<file path="config.mk">
export PLATFORM = sky130hd
export DESIGN_NAME = netstat_bank
export DESIGN_NICKNAME = d
export VERILOG_FILES = /design/src/rtl/stat_pkg.sv /design/src/rtl/stat_clear_fsm.sv /design/src/rtl/stat_ctr_cell.sv /design/src/rtl/stat_readback.sv /design/src/rtl/netstat_bank.sv
export SDC_FILE = /design/constraint.sdc
export NUM_CORES = 2
export LEC_CHECK = 0
export ABC_AREA = 0
export BUFFER_PORTS_ARGS = -buffer_cell sky130_fd_sc_hd__buf_2
export CORE_ASPECT_RATIO = 0.7
export CORE_UTILIZATION = 56
export CTS_CLUSTER_SIZE = 8
export DETAILED_ROUTE_END_ITERATION = 7
export MAX_ROUTING_LAYER = met4
export PLACE_DENSITY = 0.73
export SYNTH_ARGS = -nofsm -noshare
export SYNTH_HDL_FRONTEND = slang
export SYNTH_SLANG_ARGS = --single-unit
</file>
<file path="constraint.sdc">
create_clock -name clk -period 15.19 [get_ports clk]
set_clock_uncertainty 0.2 [all_clocks]
set_input_delay 0.7595 -clock clk [delete_from_list [all_inputs] [get_ports clk]]
set_output_delay 0.7595 -clock clk [all_outputs]
set_load 0.05 [all_outputs]
</file>
<file path="src/rtl/stat_pkg.sv">
package stat_pkg;

    typedef enum logic [1:0] {
        ST_COUNTDOWN = 2'd0,
        ST_WIPE      = 2'd1,
        ST_RUN       = 2'd2
    } clr_state_e;

    localparam int unsigned STAT_W  = 32;
    localparam int unsigned BE_W    = STAT_W / 8;

endpackage

</file>
<file path="src/rtl/stat_clear_fsm.sv">
module stat_clear_fsm
    import stat_pkg::*;
#(
    parameter int unsigned CLEAR_DELAY = 38
) (
    input  logic clk,
    input  logic rst,
    output logic busy,
    output logic wipe
);

    localparam int unsigned DW = $clog2(CLEAR_DELAY + 1);
    localparam logic [DW-1:0] LAST_WAIT = DW'(CLEAR_DELAY - 2);

    clr_state_e     state_q;
    clr_state_e     state_d;
    logic [DW-1:0]  dly_q;

    // state register
    always_ff @(posedge clk) begin
        if (rst) begin
            state_q <= ST_COUNTDOWN;
        end else begin
            state_q <= state_d;
        end
    end

    // delay counter, only runs while waiting
    always_ff @(posedge clk) begin
        if (rst) begin
            dly_q <= '0;
        end else if (state_q == ST_COUNTDOWN) begin
            dly_q <= dly_q + 1'b1;
        end
    end

    // next-state logic
    always_comb begin
        state_d = state_q;
        unique case (state_q)
            ST_COUNTDOWN: if (dly_q == LAST_WAIT) state_d = ST_WIPE;
            ST_WIPE:      state_d = ST_RUN;
            ST_RUN:       state_d = ST_RUN;
            default:      state_d = ST_COUNTDOWN;
        endcase
    end

    // outputs
    always_comb begin
        busy = 1'b1;
        wipe = 1'b0;
        unique case (state_q)
            ST_COUNTDOWN: begin busy = 1'b1; wipe = 1'b0; end
            ST_WIPE:      begin busy = 1'b1; wipe = 1'b1; end
            ST_RUN:       begin busy = 1'b0; wipe = 1'b0; end
            default:      begin busy = 1'b1; wipe = 1'b0; end
        endcase
    end

endmodule

</file>
<file path="src/rtl/stat_ctr_cell.sv">
module stat_ctr_cell #(
    parameter int unsigned W = 32
) (
    input  logic         clk,
    input  logic         wipe,
    input  logic         wr_hit,
    input  logic         dec_mode,
    input  logic [W-1:0] wr_data,
    input  logic         inc,
    output logic [W-1:0] count
);

    logic [W-1:0] base;
    logic [W-1:0] floored;

    // subtraction that stops at zero
    always_comb begin
        if (count > wr_data) begin
            floored = count - wr_data;
        end else begin
            floored = '0;
        end
    end

    always_comb begin
        if (wr_hit) begin
            base = dec_mode ? floored : wr_data;
        end else begin
            base = count;
        end
    end

    // no reset: the bank is wiped by the clear sequencer
    always_ff @(posedge clk) begin
        if (wipe) begin
            count <= '0;
        end else begin
            count <= base + {{(W-1){1'b0}}, inc};
        end
    end

endmodule

</file>
<file path="src/rtl/stat_readback.sv">
module stat_readback #(
    parameter int unsigned N  = 8,
    parameter int unsigned W  = 32,
    parameter int unsigned AW = 5
) (
    input  logic                clk,
    input  logic                rst,
    input  logic                busy,
    input  logic [AW-1:0]       addr,
    input  logic [N-1:0][W-1:0] cnt,
    input  logic                irq_en,
    output logic [W-1:0]        rd_data,
    output logic                irq
);

    logic [W-1:0] sel;
    logic         any_high;

    always_comb begin
        sel = '0;
        for (int i = 0; i < N; i++) begin
            if (addr == AW'(i)) sel = cnt[i];
        end
    end

    always_comb begin
        any_high = 1'b0;
        for (int i = 0; i < N; i++) begin
            any_high = any_high | cnt[i][W-1];
        end
    end

    always_ff @(posedge clk) begin
        if (rst) begin
            rd_data <= '0;
        end else if (busy) begin
            rd_data <= '0;
        end else begin
            rd_data <= sel;
        end
    end

    assign irq = irq_en & ~busy & any_high;

endmodule

</file>
<file path="src/rtl/netstat_bank.sv">
module netstat_bank
    import stat_pkg::*;
#(
    parameter int unsigned NUM_CTR     = 8,
    parameter int unsigned ADDR_W      = 5,
    parameter int unsigned CLEAR_DELAY = 38
) (
    input  logic                 clk,
    input  logic                 rst,
    input  logic                 dec_mode,
    input  logic                 irq_en,
    input  logic [ADDR_W-1:0]    host_addr,
    input  logic                 host_wr,
    input  logic [BE_W-1:0]      host_be,
    input  logic [STAT_W-1:0]    host_wdata,
    input  logic [NUM_CTR-1:0]   inc_strobe,
    output logic [STAT_W-1:0]    rd_data,
    output logic                 busy,
    output logic                 irq
);

    logic                             wipe;
    logic                             wr_ok;
    logic [NUM_CTR-1:0]               hit;
    logic [NUM_CTR-1:0][STAT_W-1:0]   cnt_q;

    stat_clear_fsm #(.CLEAR_DELAY(CLEAR_DELAY)) u_clr (
        .clk  (clk),
        .rst  (rst),
        .busy (busy),
        .wipe (wipe)
    );

    assign wr_ok = host_wr & (host_be == {BE_W{1'b1}}) & ~busy;

    for (genvar g = 0; g < NUM_CTR; g++) begin : g_ctr
        assign hit[g] = wr_ok & (host_addr == ADDR_W'(g));

        stat_ctr_cell #(.W(STAT_W)) u_cell (
            .clk      (clk),
            .wipe     (wipe),
            .wr_hit   (hit[g]),
            .dec_mode (dec_mode),
            .wr_data  (host_wdata),
            .inc      (inc_strobe[g]),
            .count    (cnt_q[g])
        );
    end

    stat_readback #(.N(NUM_CTR), .W(STAT_W), .AW(ADDR_W)) u_rb (
        .clk     (clk),
        .rst     (rst),
        .busy    (busy),
        .addr    (host_addr),
        .cnt     (cnt_q),
        .irq_en  (irq_en),
        .rd_data (rd_data),
        .irq     (irq)
    );

endmodule

</file>
Word-level counts from Yosys, hierarchy flattened. Cells that the tools add are included.

Register bits after elaboration: 296.

Muxes and demuxes: 36. Magnitude comparators: 8. $add $sub $neg: 17. Reductions and logical operators: 4. Equal/unequal tests: 12. Bitwise gates (word level): 20.

Operator list (count): 2-to-1 mux 32 bit (32); adder 32 x 1 -> 32 bit (8); > comparator 32 bit (8); subtractor 32 bit (8); equality test 5 x 3 -> 1 bit (second input constant) (4); AND 1 bit (12); equality test 5 x 2 -> 1 bit (second input constant) (2); OR 1 bit (7); adder 6 x 1 -> 6 bit (second input constant) (1); equality test 6 bit (second input constant) (1); equality test 5 x 1 -> 1 bit (second input constant) (1); zero test 5 bit (1); equality test 4 bit (second input constant) (1); case mux 2 bit (2 select lines) (1); OR reduction 2 bit (2); equality test 2 x 1 -> 1 bit (second input constant) (1); equality test 2 bit (second input constant) (1); zero test 2 bit (1); 2-to-1 mux 1 bit (2); 2-to-1 mux 2 bit (1); inequality test 2 bit (second input constant) (1); NOT 1 bit (1).

Depth between registers and ports, before layout.
Depth after elaboration: 9. Depth in mapped cells: 23. Mapped depth without buffers: 21.

Cells and area by module. A second synthesis with hierarchy kept.

Cells, all modules: 5502. Area, all modules: 39206.4 um^2.

By module, submodules not included: stat_ctr_cell at g_ctr[0].u_cell ... (times used 4, cells an instance 628, area each 4390.5 um^2, sequential area each 640.6 um^2); stat_ctr_cell at g_ctr[5].u_cell ... (times used 3, cells an instance 632, area each 4496.8 um^2, sequential area each 640.6 um^2); stat_ctr_cell at g_ctr[1].u_cell (times used 1, cells an instance 617, area each 4388.0 um^2, sequential area each 640.6 um^2); stat_readback (times used 1, cells an instance 409, area each 3176.8 um^2, sequential area each 640.6 um^2); stat_clear_fsm (times used 1, cells an instance 52, area each 466.7 um^2, sequential area each 160.2 um^2); netstat_bank (times used 1, cells an instance 16, area each 122.6 um^2, sequential area each 0.0 um^2).

Worst setup path after synthesis. OpenSTA, ideal clock, no wires.

Path type: input port to flip-flop. Start point: input port host_wdata[0]. End point: register g_ctr[3].u_cell.count[30]. Library setup time: 0.078 ns. Stages: 20. Path slack: 9.968 ns. Arrival time: 4.944 ns. Cell sequence: ha_1 > fa_1 > nand2b_1 > a21oi_1 > o21ai_0 > a311oi_1 > o21a_1 > o211ai_1 > o21ai_0 > nand2_1 > o21ai_0 > ha_1 > ha_1 > inv_1 > a211oi_2 > o2111ai_1 > nor3_1 > nand2_1 > o31a_1 > nor3_1.

Longest elaborated chain between the ends: 5. Elaborated cells on any way between the ends: 6. Classes of those cells: 2 x add/sub; 1 x order compare; 3 x mux.

Ends and longest elaborated chain: start, declared (line netstat_bank.sv:15) `input logic [STAT_W-1:0] host_wdata,`; subtractor 32 bit / > comparator 32 bit (equally long branches) (line stat_ctr_cell.sv:19, stat_ctr_cell.sv:18); 2-to-1 mux 32 bit (line stat_ctr_cell.sv:18) `if (count > wr_data) begin`; 2-to-1 mux 32 bit * (line stat_ctr_cell.sv:27) `base = dec_mode ? floored : wr_data;`; 2-to-1 mux 32 bit * (line stat_ctr_cell.sv:26) `if (wr_hit) begin`; adder 32 x 1 -> 32 bit * (line stat_ctr_cell.sv:38) `count <= base + {{(W-1){1'b0}}, inc};`; end signal, assigned (line stat_ctr_cell.sv:38); end, declared (line stat_ctr_cell.sv:10) `output logic [W-1:0] count`.

Mark *: on every way between the ends. The rest lies on a longest branch, timed or not. A chain may end at the register's enable or synchronous reset.

Final worst setup path.
Start point: input port host_wdata[21]. End point: register g_ctr[2].u_cell.count[25].

Longest elaborated chain between the ends: 5. Elaborated cells on any way between the ends: 6. Classes of those cells: 2 x add/sub; 1 x order compare; 3 x mux.

Ends and longest elaborated chain (line): subtractor 32 bit / > comparator 32 bit (equally long branches) (stat_ctr_cell.sv:19, stat_ctr_cell.sv:18); 2-to-1 mux 32 bit (stat_ctr_cell.sv:18); 2-to-1 mux 32 bit * (stat_ctr_cell.sv:27); 2-to-1 mux 32 bit * (stat_ctr_cell.sv:26); adder 32 x 1 -> 32 bit * (stat_ctr_cell.sv:38); end signal, assigned (stat_ctr_cell.sv:38); end, declared (stat_ctr_cell.sv:10).

Marked as above.

==> impl_metrics.csv <==
group,metric,value,unit
run_status,run_status,"finished with violations",
run_status,failed_checks,"design-rule violations",
pwr,clkPwrFrac,30.9,%
final_layout,syn2layout_area_growth,6.75,%
critical_path,worstSetupPathType,"input port to flip-flop",
pwr,post_route_total_power,3.03,mW
global_routing,grt_antenna_before_repair,16,
timing,final.setup.worst_slack,8.20,ns
logic_synthesis,synth_most_common_cell,"sky130_fd_sc_hd__nor2_1",
drt,wl_per_cell,30.5,um
clock_tree,cts_buffer_depth,3,
logic_synthesis,synth_fp_nets,5222,
drt,remaining_antenna_violation_count_after_routing,0,
logic_synthesis,cell_taking_the_most_area_after_synthesis,"sky130_fd_sc_hd__dfxtp_1",
critical_path,crit_start,"host_wdata[21]",
logic_synthesis,seq_area_frac_synth,17.0,%
logic_synthesis,leading_register_cell_type_out_of_synthesis,"sky130_fd_sc_hd__dfxtp_1",
global_routing,busiest_layer,"met1",
clock_tree,clock_latency,0.62,ns
timing,max-slew-margin-rel,7.61,%
global_routing,grt_max_degree,131,
global_routing,groute.usage.overall,54.2,%
floorplanning,floorplan.die.width,300,um
floorplanning,die-area,63400,um^2
drt,first_pass_iters,8,
drt,finalWirelength,174000,um
floorplanning,pin_count,88,
drt,vias_per_cell,7.29,
placement,gpl.final_weighted_congestion,1.13,
timing,tightest_slew,1.37,ns
timing,min_period,6.99,ns
final_layout,utilization,60.6,%
floorplanning,die_height,211,um
global_routing,met3_usage,24.0,%
clock_tree,cts_max_level,2,
logic_synthesis,ys_async_sr_fraction,0,%
timing,finalHoldViolCount,0,
placement,hpwl,129000,um
drt,number_of_drc_violations_after_detailed_routing_iteration_0,7447,
clock_tree,clock_sinks,296,
global_routing,first_pass_grt_wire_length,244000,um
critical_path,crit_fanout,10,
critical_path,cp_data_arrival_time,7.28,ns
logic_synthesis,synth_cells,4881,
logic_synthesis,synth-seq-cells,296,
global_routing,met2_usage,67.4,%
critical_path,cp-start-kind,"input port",
clock_tree,cts.repair.resized,0,
clock_tree,clock_tree_from_tritoncts,"built",
clock_tree,clock-root-buffer,"sky130_fd_sc_hd__clkbuf_16",
drt,vias,41600,
logic_synthesis,mappedNetlistArea,34900,um^2
pwr,cellLeakagePower,15.0,nW
global_routing,grtUsageMet1,68.2,%
pwr,net-switching-power,1.29,mW
timing,final-max-slew-violation-count,0,
logic_synthesis,synthTopCellsByCount,"sky130_fd_sc_hd__nor2_1, sky130_fd_sc_hd__a21oi_1, sky130_fd_sc_hd__nand2_1",
clock_tree,clkTransAtPathRegs,0.06,ns
floorplanning,floorplan.initialDensity,56.7,%
timing,finalCritPeriodShare,46.0,%
critical_path,required_time_of_the_critical_path,15.48,ns
pwr,power_density,81.3,nW/um^2
timing,tns,0,ns
pwr,cellInternalPower,1.74,mW
logic_synthesis,syn-mean-instance-area,7.15,um^2
pwr,p_seq_share,30.3,%
final_layout,final_nets,5193,
logic_synthesis,number_of_enable_type_register_cells_in_the_synthesized_netlist,0,
logic_synthesis,synth_top_cells_by_area,"sky130_fd_sc_hd__dfxtp_1, sky130_fd_sc_hd__ha_1, sky130_fd_sc_hd__a21oi_1, sky130_fd_sc_hd__nor2_1, sky130_fd_sc_hd__o21ai_0",
global_routing,grt_pass1_vias,35800,
final_layout,layout.filler_cells,5771,
timing,setup-violations-final,0,
floorplanning,floorplan.core_area,61500,um^2
worst_hold_path,hold_path.class,"input port to flip-flop",
floorplanning,floorplan.rows,76,
placement,io_buffers,87,
critical_path,rr_startpoint,"u_clr.state_q[0]",
worst_hold_path,start_point_of_the_worst_min_delay_path,"rst",
logic_synthesis,yosys_warnings,0,
clock_tree,cts-buffers-inserted,43,
flow_run,drv_cap,0,
pwr,switching_part_of_the_total,42.5,%
critical_path,critical_path.endpoint_type,"flip-flop",
clock_tree,post_cts.repair.setup_buffers,0,
timing,timing.fmax,143,MHz
pwr,ir_worst_vdd,0.000128,V
final_layout,drive_above_1_share,7.02,%
placement,place_worst_setup_slack,8.15,ns
clock_tree,cts-hold-fix-buffers,0,
pwr,power.combinational.fraction,38.8,%
timing,rsz0062_at_grt,"false",
global_routing,grt_overflow,0,
logic_synthesis,synthDistinctLibCells,98,
logic_synthesis,synth_largest_type_area_fraction,17.0,%
drt,remaining_drc_errors,32,
-- metal layers --
layer | share of wire (%) | wire length (um)
met2 | 37 | 63800
met1 | 38 | 65900
met5 | 0 | 0
met4 | 7.9 | 13800
met3 | 17 | 30300
-- registers in the layout, indices dropped and copies added, names as in the netlist --
| register | flops |
|---|---|
| u_rb.rd_data | 32 |
| u_clr.dly_q | 6 |
| u_clr.state_q | 2 |
| g_ctr.u_cell.count | 256 |
-- through the flow --
stage	hold slack, ns	std cells	cell area (um^2)
finish	0.262	5707	37300
global route	0.283	5694	37200
CTS	0.260	5678	37200
detailed placement	0.287	5626	36000
global placement	0.278	5626	36000
floorplan	0.258	4881	34900
-- power by group through the flow --
stage / combinational, mW / sequential [mW] / clock, mW
CTS: 1.11 / 0.913 / 0.926
global route: 1.24 / 0.917 / 0.951
floorplan: 0.773 / 0.887 / 0
global placement: 1.10 / 0.928 / 0
finish: 1.17 / 0.918 / 0.937
detailed placement: 1.10 / 0.929 / 0
-- final timing paths --
check,to,slack (ns),cells after the start
max reg2reg,g_ctr[5].u_cell.count[31],8.52,12
min reg2reg,u_clr.dly_q[5],0.29,2
min,u_clr.dly_q[4],0.26,2
max,g_ctr[2].u_cell.count[25],8.20,20
-- worst max-delay path, cell delays in order --
cell and delay [ns]:
sky130_fd_sc_hd__buf_2 0.15, sky130_fd_sc_hd__inv_1 0.94, sky130_fd_sc_hd__ha_1 0.47, sky130_fd_sc_hd__a21oi_1 0.14
sky130_fd_sc_hd__o21ai_0 0.50, sky130_fd_sc_hd__a21oi_1 0.09, sky130_fd_sc_hd__o211ai_1 0.36, sky130_fd_sc_hd__and2_0 0.46
sky130_fd_sc_hd__o21ai_1 0.37, sky130_fd_sc_hd__o21ai_0 0.29, sky130_fd_sc_hd__nand2_1 0.08, sky130_fd_sc_hd__o21ai_0 0.09
sky130_fd_sc_hd__ha_1 0.19, sky130_fd_sc_hd__inv_1 0.04, sky130_fd_sc_hd__a311oi_1 0.53, sky130_fd_sc_hd__and4_1 0.54
sky130_fd_sc_hd__nor4b_2 0.62, sky130_fd_sc_hd__nand2_1 0.29, sky130_fd_sc_hd__o21ai_0 0.25, sky130_fd_sc_hd__o31ai_1 0.10
-- final cells by class --
cell class	instances	area (um^2)	share of cell area [%]
Sequential cell	296	5930	15.9
Clock inverter	2	25.0	0.0672
Antenna cell	29	72.6	0.195
Tap cell	819	1020	2.75
Clock buffer	50	1140	3.07
Timing Repair Buffer	152	936	2.51
Inverter	150	563	1.51
Multi-Input combinational cell	4209	27600	74.0
-- placed cells by master (no fill, tap or decap), drive strengths merged, types with 132 or more instances in the layout --
master | Yosys | routed
xnor2 | 194 | 194
dfxtp | 296 | 296
nand3 | 132 | 132
a21o | 134 | 134
buf | 52 | 152
nor2 | 578 | 578
a21oi | 464 | 464
inv | 150 | 151
xor2 | 135 | 135
nor3 | 143 | 143
nand2 | 455 | 455
ha | 279 | 279
o21ai | 359 | 359
-- cell families after synthesis --
logic type      Yosys count  share of synthesized area, %
xor+xnor                329                          8.25
flops                   296                          17.0
simple gates           1874                          26.3
buf+inv                 376                          4.18
compound gates         1660                          31.0
fa+ha+maj               287                          10.5
mux                      59                          2.86
No activity file was read; power rests on OpenSTA's default activity.
